`src/rtl/sg_pkg.sv`:
```
package sg_pkg;

    localparam int ADDR_W     = 32;
    localparam int DESC_BYTES = 8;
    localparam int COUNT_W    = 16;
    localparam int REGION_W   = COUNT_W + 1;

    typedef enum logic [1:0] {
        ENG_IDLE,
        ENG_START,
        ENG_XFER
    } eng_state_e;

    typedef enum logic [2:0] {
        PH_ARM,
        PH_DESC_REQ,
        PH_DESC_WAIT,
        PH_BURST_REQ,
        PH_BURST_WAIT,
        PH_BACKOFF
    } phase_e;

    typedef struct packed {
        logic                last;
        logic [REGION_W-1:0] bytes;
        logic [ADDR_W-1:0]   base;
    } region_t;

    // Unpack one descriptor word; a zero count stands for the full 64 KiB.
    function automatic region_t unpack_region(input logic [63:0] w);
        region_t r;
        r.base  = w[31:0];
        r.last  = w[63];
        r.bytes = (w[47:32] == '0) ? REGION_W'(1 << COUNT_W)
                                   : {1'b0, w[47:32]};
        return r;
    endfunction

endpackage

```
`src/rtl/sg_burst_calc.sv`:
```
module sg_burst_calc
    import sg_pkg::*;
#(
    parameter int PAGE_BYTES = 8192,
    localparam int PAGE_W    = $clog2(PAGE_BYTES),
    localparam int LEN_W     = PAGE_W + 1
) (
    input  logic [ADDR_W-1:0]   cur_addr,
    input  logic [REGION_W-1:0] remaining,
    output logic [LEN_W-1:0]    burst_len
);
    logic [REGION_W-1:0] capped;
    logic [LEN_W-1:0]    room;

    always_comb begin
        capped = (remaining > REGION_W'(PAGE_BYTES)) ? REGION_W'(PAGE_BYTES)
                                                     : remaining;
        room   = LEN_W'(PAGE_BYTES) - {1'b0, cur_addr[PAGE_W-1:0]};
        if (capped >= REGION_W'(room))
            burst_len = room;
        else
            burst_len = LEN_W'(capped);
    end
endmodule

```
`src/rtl/sg_backoff_timer.sv`:
```
module sg_backoff_timer #(
    parameter int BACKOFF = 6,
    localparam int CNT_W  = (BACKOFF < 2) ? 1 : $clog2(BACKOFF)
) (
    input  logic clk,
    input  logic rst,
    input  logic arm,
    output logic expired
);
    logic             running;
    logic [CNT_W-1:0] count;

    assign expired = running && (count == CNT_W'(BACKOFF - 1));

    always_ff @(posedge clk) begin
        if (rst) begin
            running <= 1'b0;
            count   <= '0;
        end else if (arm) begin
            running <= 1'b1;
            count   <= '0;
        end else if (expired) begin
            running <= 1'b0;
            count   <= '0;
        end else if (running) begin
            count <= count + 1'b1;
        end
    end
endmodule

```
`src/rtl/sg_cmd_ledger.sv`:
```
module sg_cmd_ledger #(
    parameter int CMD_W = 18,
    parameter int LEN_W = 14
) (
    input  logic             clk,
    input  logic             rst,
    input  logic             load,
    input  logic [CMD_W-1:0] load_bytes,
    input  logic             take,
    input  logic [LEN_W-1:0] take_len,
    input  logic [LEN_W-1:0] probe_len,
    output logic             overrun,
    output logic             drains
);
    logic [CMD_W-1:0] left;

    assign overrun = CMD_W'(probe_len) > left;
    assign drains  = CMD_W'(take_len) == left;

    always_ff @(posedge clk) begin
        if (rst)
            left <= '0;
        else if (load)
            left <= load_bytes;
        else if (take)
            left <= left - CMD_W'(take_len);
    end
endmodule

```
`src/rtl/sg_dma_engine.sv`:
```
module sg_dma_engine
    import sg_pkg::*;
#(
    parameter int PAGE_BYTES = 8192,
    parameter int BACKOFF    = 6,
    parameter int CMD_W      = 18,
    localparam int LEN_W     = $clog2(PAGE_BYTES) + 1
) (
    input  logic               clk,
    input  logic               rst,
    input  logic               start,
    input  logic [ADDR_W-1:0]  table_base,
    input  logic [CMD_W-1:0]   cmd_bytes,
    input  logic               to_memory,
    input  logic               dev_dma_ready,
    input  logic               irq_mask,
    output logic               mem_req,
    output logic               mem_write,
    output logic [ADDR_W-1:0]  mem_addr,
    output logic [LEN_W-1:0]   mem_len,
    input  logic               mem_gnt,
    input  logic               mem_busy,
    input  logic               mem_ack,
    input  logic [63:0]        mem_rdata,
    output logic               xfer_done,
    output logic               xfer_err,
    output logic               irq
);
    eng_state_e          state;
    phase_e              phase, resume;
    region_t             region;
    logic [ADDR_W-1:0]   desc_ptr;
    logic [REGION_W-1:0] issued;
    logic [LEN_W-1:0]    held_len;
    logic                dir_q;
    logic                done_q, err_q, irq_q;

    logic                desc_phase, burst_phase, xfer_active;
    logic [ADDR_W-1:0]   cur_addr;
    logic [REGION_W-1:0] remaining;
    logic [LEN_W-1:0]    burst_len;
    logic                overrun, drains, bo_expired, bo_arm;
    logic                region_end;

    assign xfer_active = (state == ENG_XFER);
    assign desc_phase  = xfer_active && (phase == PH_DESC_REQ);
    assign burst_phase = xfer_active && (phase == PH_BURST_REQ);
    assign cur_addr    = region.base + ADDR_W'(issued);
    assign remaining   = region.bytes - issued;
    assign region_end  = (issued + REGION_W'(held_len)) == region.bytes;

    assign bo_arm  = mem_busy && (desc_phase || (burst_phase && !overrun));
    assign mem_req = !mem_busy && (desc_phase || (burst_phase && !overrun));
    assign mem_write = burst_phase ? dir_q : 1'b0;
    assign mem_addr  = burst_phase ? cur_addr : desc_ptr;
    assign mem_len   = burst_phase ? burst_len : LEN_W'(DESC_BYTES);

    assign xfer_done = done_q;
    assign xfer_err  = err_q;
    assign irq       = irq_q;

    sg_burst_calc #(.PAGE_BYTES(PAGE_BYTES)) u_calc (
        .cur_addr  (cur_addr),
        .remaining (remaining),
        .burst_len (burst_len)
    );

    sg_backoff_timer #(.BACKOFF(BACKOFF)) u_backoff (
        .clk     (clk),
        .rst     (rst),
        .arm     (bo_arm),
        .expired (bo_expired)
    );

    sg_cmd_ledger #(.CMD_W(CMD_W), .LEN_W(LEN_W)) u_ledger (
        .clk        (clk),
        .rst        (rst),
        .load       (state == ENG_IDLE && start),
        .load_bytes (cmd_bytes),
        .take       (xfer_active && phase == PH_BURST_WAIT && mem_ack),
        .take_len   (held_len),
        .probe_len  (burst_len),
        .overrun    (overrun),
        .drains     (drains)
    );

    always_ff @(posedge clk) begin
        if (rst) begin
            state    <= ENG_IDLE;
            phase    <= PH_ARM;
            resume   <= PH_DESC_REQ;
            region   <= '0;
            desc_ptr <= '0;
            issued   <= '0;
            held_len <= '0;
            dir_q    <= 1'b0;
            done_q   <= 1'b0;
            err_q    <= 1'b0;
            irq_q    <= 1'b0;
        end else begin
            done_q <= 1'b0;
            err_q  <= 1'b0;
            irq_q  <= 1'b0;
            unique case (state)
                ENG_IDLE: begin
                    if (start) begin
                        desc_ptr <= {table_base[ADDR_W-1:2], 2'b00};
                        dir_q    <= to_memory;
                        state    <= ENG_START;
                    end
                end
                ENG_START: begin
                    if (dev_dma_ready) begin
                        state <= ENG_XFER;
                        phase <= PH_ARM;
                    end
                end
                ENG_XFER: begin
                    unique case (phase)
                        PH_ARM: phase <= PH_DESC_REQ;
                        PH_DESC_REQ: begin
                            if (mem_busy) begin
                                phase  <= PH_BACKOFF;
                                resume <= PH_DESC_REQ;
                            end else if (mem_gnt) begin
                                phase <= PH_DESC_WAIT;
                            end
                        end
                        PH_DESC_WAIT: begin
                            if (mem_ack) begin
                                region   <= unpack_region(mem_rdata);
                                issued   <= '0;
                                desc_ptr <= desc_ptr + ADDR_W'(DESC_BYTES);
                                phase    <= PH_BURST_REQ;
                            end
                        end
                        PH_BURST_REQ: begin
                            if (overrun) begin
                                state <= ENG_IDLE;
                                err_q <= 1'b1;
                                irq_q <= !irq_mask;
                            end else if (mem_busy) begin
                                phase  <= PH_BACKOFF;
                                resume <= PH_BURST_REQ;
                            end else if (mem_gnt) begin
                                held_len <= burst_len;
                                phase    <= PH_BURST_WAIT;
                            end
                        end
                        PH_BURST_WAIT: begin
                            if (mem_ack) begin
                                issued <= issued + REGION_W'(held_len);
                                if (!region_end) begin
                                    phase <= PH_BURST_REQ;
                                end else if (!region.last) begin
                                    phase <= PH_DESC_REQ;
                                end else begin
                                    state  <= ENG_IDLE;
                                    done_q <= drains;
                                    err_q  <= !drains;
                                    irq_q  <= !irq_mask;
                                end
                            end
                        end
                        PH_BACKOFF: begin
                            if (bo_expired)
                                phase <= resume;
                        end
                        default: phase <= PH_ARM;
                    endcase
                end
                default: state <= ENG_IDLE;
            endcase
        end
    end
endmodule

```
`config.mk`:
```
export PLATFORM = sky130hd
export DESIGN_NAME = sg_dma_engine
export DESIGN_NICKNAME = d
export VERILOG_FILES = /design/src/rtl/sg_pkg.sv /design/src/rtl/sg_burst_calc.sv /design/src/rtl/sg_backoff_timer.sv /design/src/rtl/sg_cmd_ledger.sv /design/src/rtl/sg_dma_engine.sv
export SDC_FILE = /design/constraint.sdc
export NUM_CORES = 1
export LEC_CHECK = 0
export BUFFER_PORTS_ARGS = -buffer_cell sky130_fd_sc_hd__buf_2
export CORE_ASPECT_RATIO = 1.5
export CORE_MARGIN = 2
export CORE_UTILIZATION = 45
export CTS_BUF_LIST = sky130_fd_sc_hd__clkbuf_8
export DETAILED_ROUTE_END_ITERATION = 12
export GPL_TIMING_DRIVEN = 0
export PLACE_DENSITY = 0.65
export SETUP_SLACK_MARGIN = 0.15
export SLEW_MARGIN = 10
export SYNTH_ARGS = -nofsm -noshare
export SYNTH_HDL_FRONTEND = slang
export SYNTH_SLANG_ARGS = --single-unit
```
`constraint.sdc`:
```
create_clock -name clk -period 8.55 [get_ports clk]
set_input_delay 0 -clock clk [delete_from_list [all_inputs] [get_ports clk]]
set_output_delay 0 -clock clk [all_outputs]
set_load 0.005 [all_outputs]
```
Word level (Yosys, flattened, before mapping)
Cells that the tools add are included.

Register bits after elaboration: 147.

$add $sub $neg: 7. $lt $le $gt $ge: 3. Equality and inequality tests: 30. Mux-type cells: 52. Bitwise operators: 7. Reductions and logical operators: 34.

Operators with widths (count): $mux W32 (4); $mux W17 (4); $pmux W32 S2 (1); $mux W3 (14); $mux W18 (2); $pmux W17 S2 (1); $add A32 B17 Y32 (1); $add A32 B4 Y32 const B (1); $mux W14 (2); $ne A3 B3 Y1 const B (7); $eq A14 B18 Y1 (1); $gt A14 B18 Y1 (1); $pmux W3 S6 (1); $sub A18 B14 Y18 (1); $add A17 B14 Y17 (1); $eq A17 B17 Y1 (1); $ge A17 B14 Y1 (1); $gt A17 B14 Y1 const B (1); $sub A17 B17 Y17 (1); $logic_not A16 Y1 (1); $ne A2 B2 Y1 const B (8); $sub A14 B13 Y14 const A (1); $mux W2 (6); $ne A4 B4 Y1 const B (3); other kinds (29) (68).

Depth between registers and ports, before layout
Depth after elaboration: 11. Depth in mapped cells: 36. Mapped depth without buffers: 32.

By module
From an unflattened synthesis, not the netlist that was laid out.

Cells, all modules: 1603. Area total of the unflattened synthesis: 11967.7 µm².

Modules (own cells, without submodules): sg_dma_engine (instances 1, cells an instance 1182, area an instance 8848.5 µm², sequential area each 2422.3 µm²); sg_cmd_ledger (instances 1, cells an instance 284, area an instance 2083.2 µm², sequential area each 360.3 µm²); sg_burst_calc (instances 1, cells an instance 117, area an instance 844.6 µm², sequential area each 0.0 µm²); sg_backoff_timer (instances 1, cells an instance 20, area an instance 191.4 µm², sequential area each 80.1 µm²).

Least setup slack after synthesis
Ideal clock, no wire load.

Path kind: register to register. Start: register issued[1]. End: register held_len[10]. Data arrival time: 6851 ps. Path slack: 1624 ps. Stages on the path, launching flop included: 34. Path buffers: 4. Cells stage by stage: dfxtp_1 > inv_1 > ha_1 > nor2b_1 > o31a_1 > o31ai_2 > xor2_1 > and4b_1 > nand4_1 > o41ai_2 > buf_2 > nand2_2 > or2_2 > ha_1 > nand2b_1 > a21o_1 > a21oi_1 > o21ai_0 > a2111oi_0 > o211ai_1 > and2_1 > clkbuf_1 > nand2_1 > nand2_1 > ha_1 > a21o_1 > a2111oi_0 > a211oi_1 > o21ai_0 > and4b_1 > clkbuf_1 > clkbuf_1 > o21ai_0 > a31oi_1.

Cells in the longest elaborated chain, start to end: 8.

RTL lines: from (decl) (RTL line sg_dma_engine.sv:33) `logic [REGION_W-1:0] issued;`; from (signal assigned) (RTL line sg_dma_engine.sv:152) `issued <= issued + REGION_W'(held_len);`; $sub A17 B17 Y17 (RTL line sg_dma_engine.sv:49) `assign remaining = region.bytes - issued;`; $gt A17 B14 Y1 (RTL line sg_burst_calc.sv:16) `capped = (remaining > REGION_W'(PAGE_BYTES)) ? REGION_W'(PAGE_BYTES)`; $mux W17 (RTL line sg_burst_calc.sv:16); $ge A17 B14 Y1 (RTL line sg_burst_calc.sv:19) `if (capped >= REGION_W'(room))`; $mux W14 (*) (RTL line sg_burst_calc.sv:19); net burst_len[7] (RTL line sg_dma_engine.sv:41) `logic [LEN_W-1:0] burst_len;`; $gt A14 B18 Y1 (*) (RTL line sg_cmd_ledger.sv:17) `assign overrun = CMD_W'(probe_len) > left;`; $not A1 Y1 (no line) (*); $reduce_and A5 Y1 (no line) (*); to (signal assigned) (RTL line sg_dma_engine.sv:146) `held_len <= burst_len;`; to (decl) (RTL line sg_dma_engine.sv:34) `logic [LEN_W-1:0] held_len;`.

Mark *: on every way through the listed nets, which the timed path passes. The rest lies on a longest branch. A chain may end at the register's enable or synchronous reset.

Worst setup path in the final report
Start: register issued[1]. End: output mem_req.

Cells in the longest elaborated chain, start to end: 10.

RTL lines: $sub A17 B17 Y17 (RTL line sg_dma_engine.sv:49); $gt A17 B14 Y1 (RTL line sg_burst_calc.sv:16); $mux W17 (RTL line sg_burst_calc.sv:16); $ge A17 B14 Y1 (RTL line sg_burst_calc.sv:19); $mux W14 (*) (RTL line sg_burst_calc.sv:19); net burst_len[12] (RTL line sg_dma_engine.sv:41); $gt A14 B18 Y1 (*) (RTL line sg_cmd_ledger.sv:17); $logic_not A1 Y1 (*) (RTL line sg_dma_engine.sv:53) `assign mem_req = !mem_busy && (desc_phase || (burst_phase && !overrun));`; $logic_and A1 B1 Y1 (*) (RTL line sg_dma_engine.sv:53); $logic_or A1 B1 Y1 (*) (RTL line sg_dma_engine.sv:53); $logic_and A1 B1 Y1 (*) (RTL line sg_dma_engine.sv:53); to (decl) (RTL line sg_dma_engine.sv:17) `output logic mem_req,`.

Marks and branches as above.

==> reports/results.tsv <==
stage	metric	value	unit
status	status	finished clean	
clock_tree	h-tree-depth	4	
sta	setup_slack	0.6610	ns
sta	period_minus_slack	7.889	ns
detailed_routing	ant_nets	0	
critical_path	rrSetupSlack	0.71	ns
logic_synthesis	avgSynthCellArea	7.227	sq um
logic_synthesis	synth_xor_area_share	6.027	%
floorplanning	core	26580	sq um
detailed_routing	routed_wl	46070	um
power_and_ir_drop	peakVddDrop	0.0001479	V
detailed_routing	drc	0	
logic_synthesis	synth_top_area_share	23.49	%
critical_path	required	8.55	ns
detailed_routing	first_pass_iters	7	
critical_path	timing.critical_path.mode_cell	ha_1	
layout	syn2layout_area_growth	22.23	%
critical_path	cp_slowest_cell	dfxtp_2	
sta	tightest_slew	0.9385	ns
critical_path	worst-endpoint-arrival	7.89	ns
logic_synthesis	muxShareOfSynthArea	0.9139	%
critical_path	critPathLaunchType	register	
logic_synthesis	synth_seq_cells	143	
logic_synthesis	synth-simple-area-share	25.95	%
layout	nets	2190	
clock_tree	clk_pin_slew	0.08	ns
clock_tree	cts_tree	yes	
layout	drive_gt1_share	12.63	%
logic_synthesis	synth_ff_type	dfxtp_1	
floorplanning	die_w	138.4	um
placed_design	numPortBuffers	156	
global_route	grt_pass1_vias	13240	
sta	clock.fmax	126.8	MHz
sta	rsz0062_at_grt	no	
logic_synthesis	synthArstFlopShare	0	%
placed_design	gp_congestion	0.9961	
logic_synthesis	synth_area_leader_cell	dfxtp_1	
clock_tree	cts_root_buf	clkbuf_8	
logic_synthesis	synth_edf_count	0	
floorplanning	rows	73	
clock_tree	cts_buffers	17	
critical_path	crit_buf_inv	5	
layout	final_area	14890	sq um
power_and_ir_drop	pwr-share-comb	46.8	%
sta	skew	0.01065	ns
placed_design	dp_hpwl	35640	um
global_route	grt_pass1_wl	70150	um
logic_synthesis	synthTopCellsByCount	nand2_1 (238), a21oi_1 (157), dfxtp_1 (143), nor2_1 (141), o21ai_0 (101)	
logic_synthesis	syn_area	12190	sq um
clock_tree	clk_path_buf_depth	2	
logic_synthesis	ys_seq_area_share	23.49	%
floorplanning	dieArea	28440	sq um
layout	fillers	2617	
placed_design	dpl_cell_area	13390	sq um
logic_synthesis	synthAdderAreaFrac	10.62	%
power_and_ir_drop	p_int	1.516	mW
critical_path	cp_max_fo	10	
power_and_ir_drop	swShare	44.15	%
critical_path	critical_path_class	reg -> out	
detailed_routing	vias	13900	
clock_tree	cts.sinks	143	
detailed_routing	routedWlPerCell	19.89	um
power_and_ir_drop	p_sw	1.198	mW
sta	hold_viol	0	
logic_synthesis	yosys-top-cells-area	dfxtp_1 (23%), ha_1 (10%), nand2_1 (7.3%), a21oi_1 (6.4%), nor2_1 (4.3%)	
power_and_ir_drop	powerDensity	182.2	nW/um^2
logic_synthesis	synth_compound_area_share	27.11	%
detailed_routing	via_per_inst	6.003	
logic_synthesis	synth_cell_types	91	
floorplanning	start_util	45.85	%
global_route	grt-ovfl-total	0	
power_and_ir_drop	leakage	6.233	nW
logic_synthesis	synth_nets	1910	
logic_synthesis	synth_top_family_by_area	compound AO/OA/AOI/OAI gates	
hold_path	hold_path_class	in -> reg	
clock_tree	clk_latency	0.51	ns
logic_synthesis	synth.most_common_cell	nand2_1	
power_and_ir_drop	seq_power_share	32.4	%
critical_path	crit_path_max_incr_delay	0.46	ns
detailed_routing	drtIter0Drc	890	
critical_path	endpoint_kind	output port	
sta	post-route-period-util	92.27	%
global_route	antenna_found_initial	0	
logic_synthesis	yosys_warnings	0	
floorplanning	die_h	205.5	um
sta	finalSetupViolations	0	
sta	slew_violations	0	
job	cap_violations	0	
critical_path	crit_family	compound AO/OA/AOI/OAI gates	
placed_design	pre_cts_ws	-0.09907	ns
floorplanning	num_io_pins	174	
logic_synthesis	synthCells	1686	
layout	num_antenna_cells	0	
power_and_ir_drop	clkPwrFrac	20.8	%
global_route	grt_max_degree	17	
sta	max-slew-margin-rel	37.43	%
sta	tns	0	ns
global_route	grt_use_total	31.47	%
==> worst paths after layout <==
path                       to  cells after the start  startpoint
min          u_ledger.left[5]                      4       start
max                   mem_req                     31   issued[1]
min reg2reg             dir_q                      2       dir_q
max reg2reg       held_len[8]                     34   issued[1]
==> placed cells by master, fill, tap and decap left out, drive strengths merged, types with 97 or more instances in the layout <==
cell type,netlist,layout
clkbuf,80,98
buf,12,170
dlygate4sd3,0,104
inv,96,99
nand2,239,239
a21oi,157,157
dfxtp,143,143
o21ai,117,117
nor2,143,143
ha,97,97
==> registers in the layout (all words and copies together) (netlist names) <==
| register | flops |
|---|---|
| desc_ptr | 30 |
| dir_q | 1 |
| held_len | 14 |
| irq | 1 |
| issued | 17 |
| phase | 3 |
| region | 50 |
| resume | 1 |
| state | 2 |
| u_backoff.count | 3 |
| u_backoff.running | 1 |
| u_ledger.left | 18 |
| xfer_done | 1 |
| xfer_err | 1 |
==> per-layer routing <==
layer / vias to the layer above / part of all wire (%) / track usage [%]
met5: - / 0 / 0
met4: 0 / 5.5 / 18.77
met3: 135 / 5.7 / 3.933
met2: 578 / 50 / 56.95
met1: 6554 / 39 / 35.36
li1: 6635 / - / -
==> layout make-up <==
class	count	area (sq um)	share of cell area, %
clock inverter	13	121.4	0.8148
tap	337	421.7	2.831
inverter	96	360.3	2.419
clock buffer	19	261.5	1.756
buffer	92	366.6	2.461
sequential	143	2864	19.23
multi-input combinational	1355	8670	58.21
timing repair buffer	261	1829	12.28
==> worst reg2reg max path, delay by kind of cell, from the launching register on <==
kind / cells / cell delay, ns
mux: 1 / 0.34
flops: 1 / 0.46
xor+xnor: 1 / 0.36
compound gates: 12 / 2.62
buf+inv: 6 / 1.10
fa+ha+maj: 3 / 0.80
simple gates: 11 / 2.10
==> power by group through the flow <==
stage / clock network [mW] / logic, mW / registers [mW]
6_report: 0.564 / 1.27 / 0.880
5_1_grt: 0.589 / 1.39 / 0.885
4_1_cts: 0.571 / 1.22 / 0.872
3_5_place_dp: 0 / 1.17 / 0.887
3_3_place_gp: 0 / 1.15 / 0.888
2_1_floorplan: 0 / 0.822 / 0.838
==> through the flow <==
step	total power, mW	hold WS, ns	util, %	instances
final	2.714	0.04688	56.04	2316
after global placement	2.036	0.2040	50.37	2179
after global routing	2.861	0.07199	56.04	2316
after floorplan	1.660	0.03110	-	1686
after CTS	2.659	0.01088	55.77	2315
after detailed placement	2.056	0.2135	50.37	2179
==> timing repair <==
item,4_1_cts,5_1_grt
resized for setup,5,20
pin swaps,0,2
hold buffers,104,0
endpoints found under the setup margin,14,25
endpoints found under the hold margin,104,0
buffers inserted,0,1
==> cell families after synthesis <==
kind of cell | after synthesis
AND/OR/NAND/NOR | 654
adder cells (fa/ha/maj) | 101
buffers and inverters | 188
multiplexers | 11
XOR/XNOR | 83
flip-flops | 143
AO/OA/AOI/OAI | 506
No activity file was read; power rests on OpenSTA's default activity.
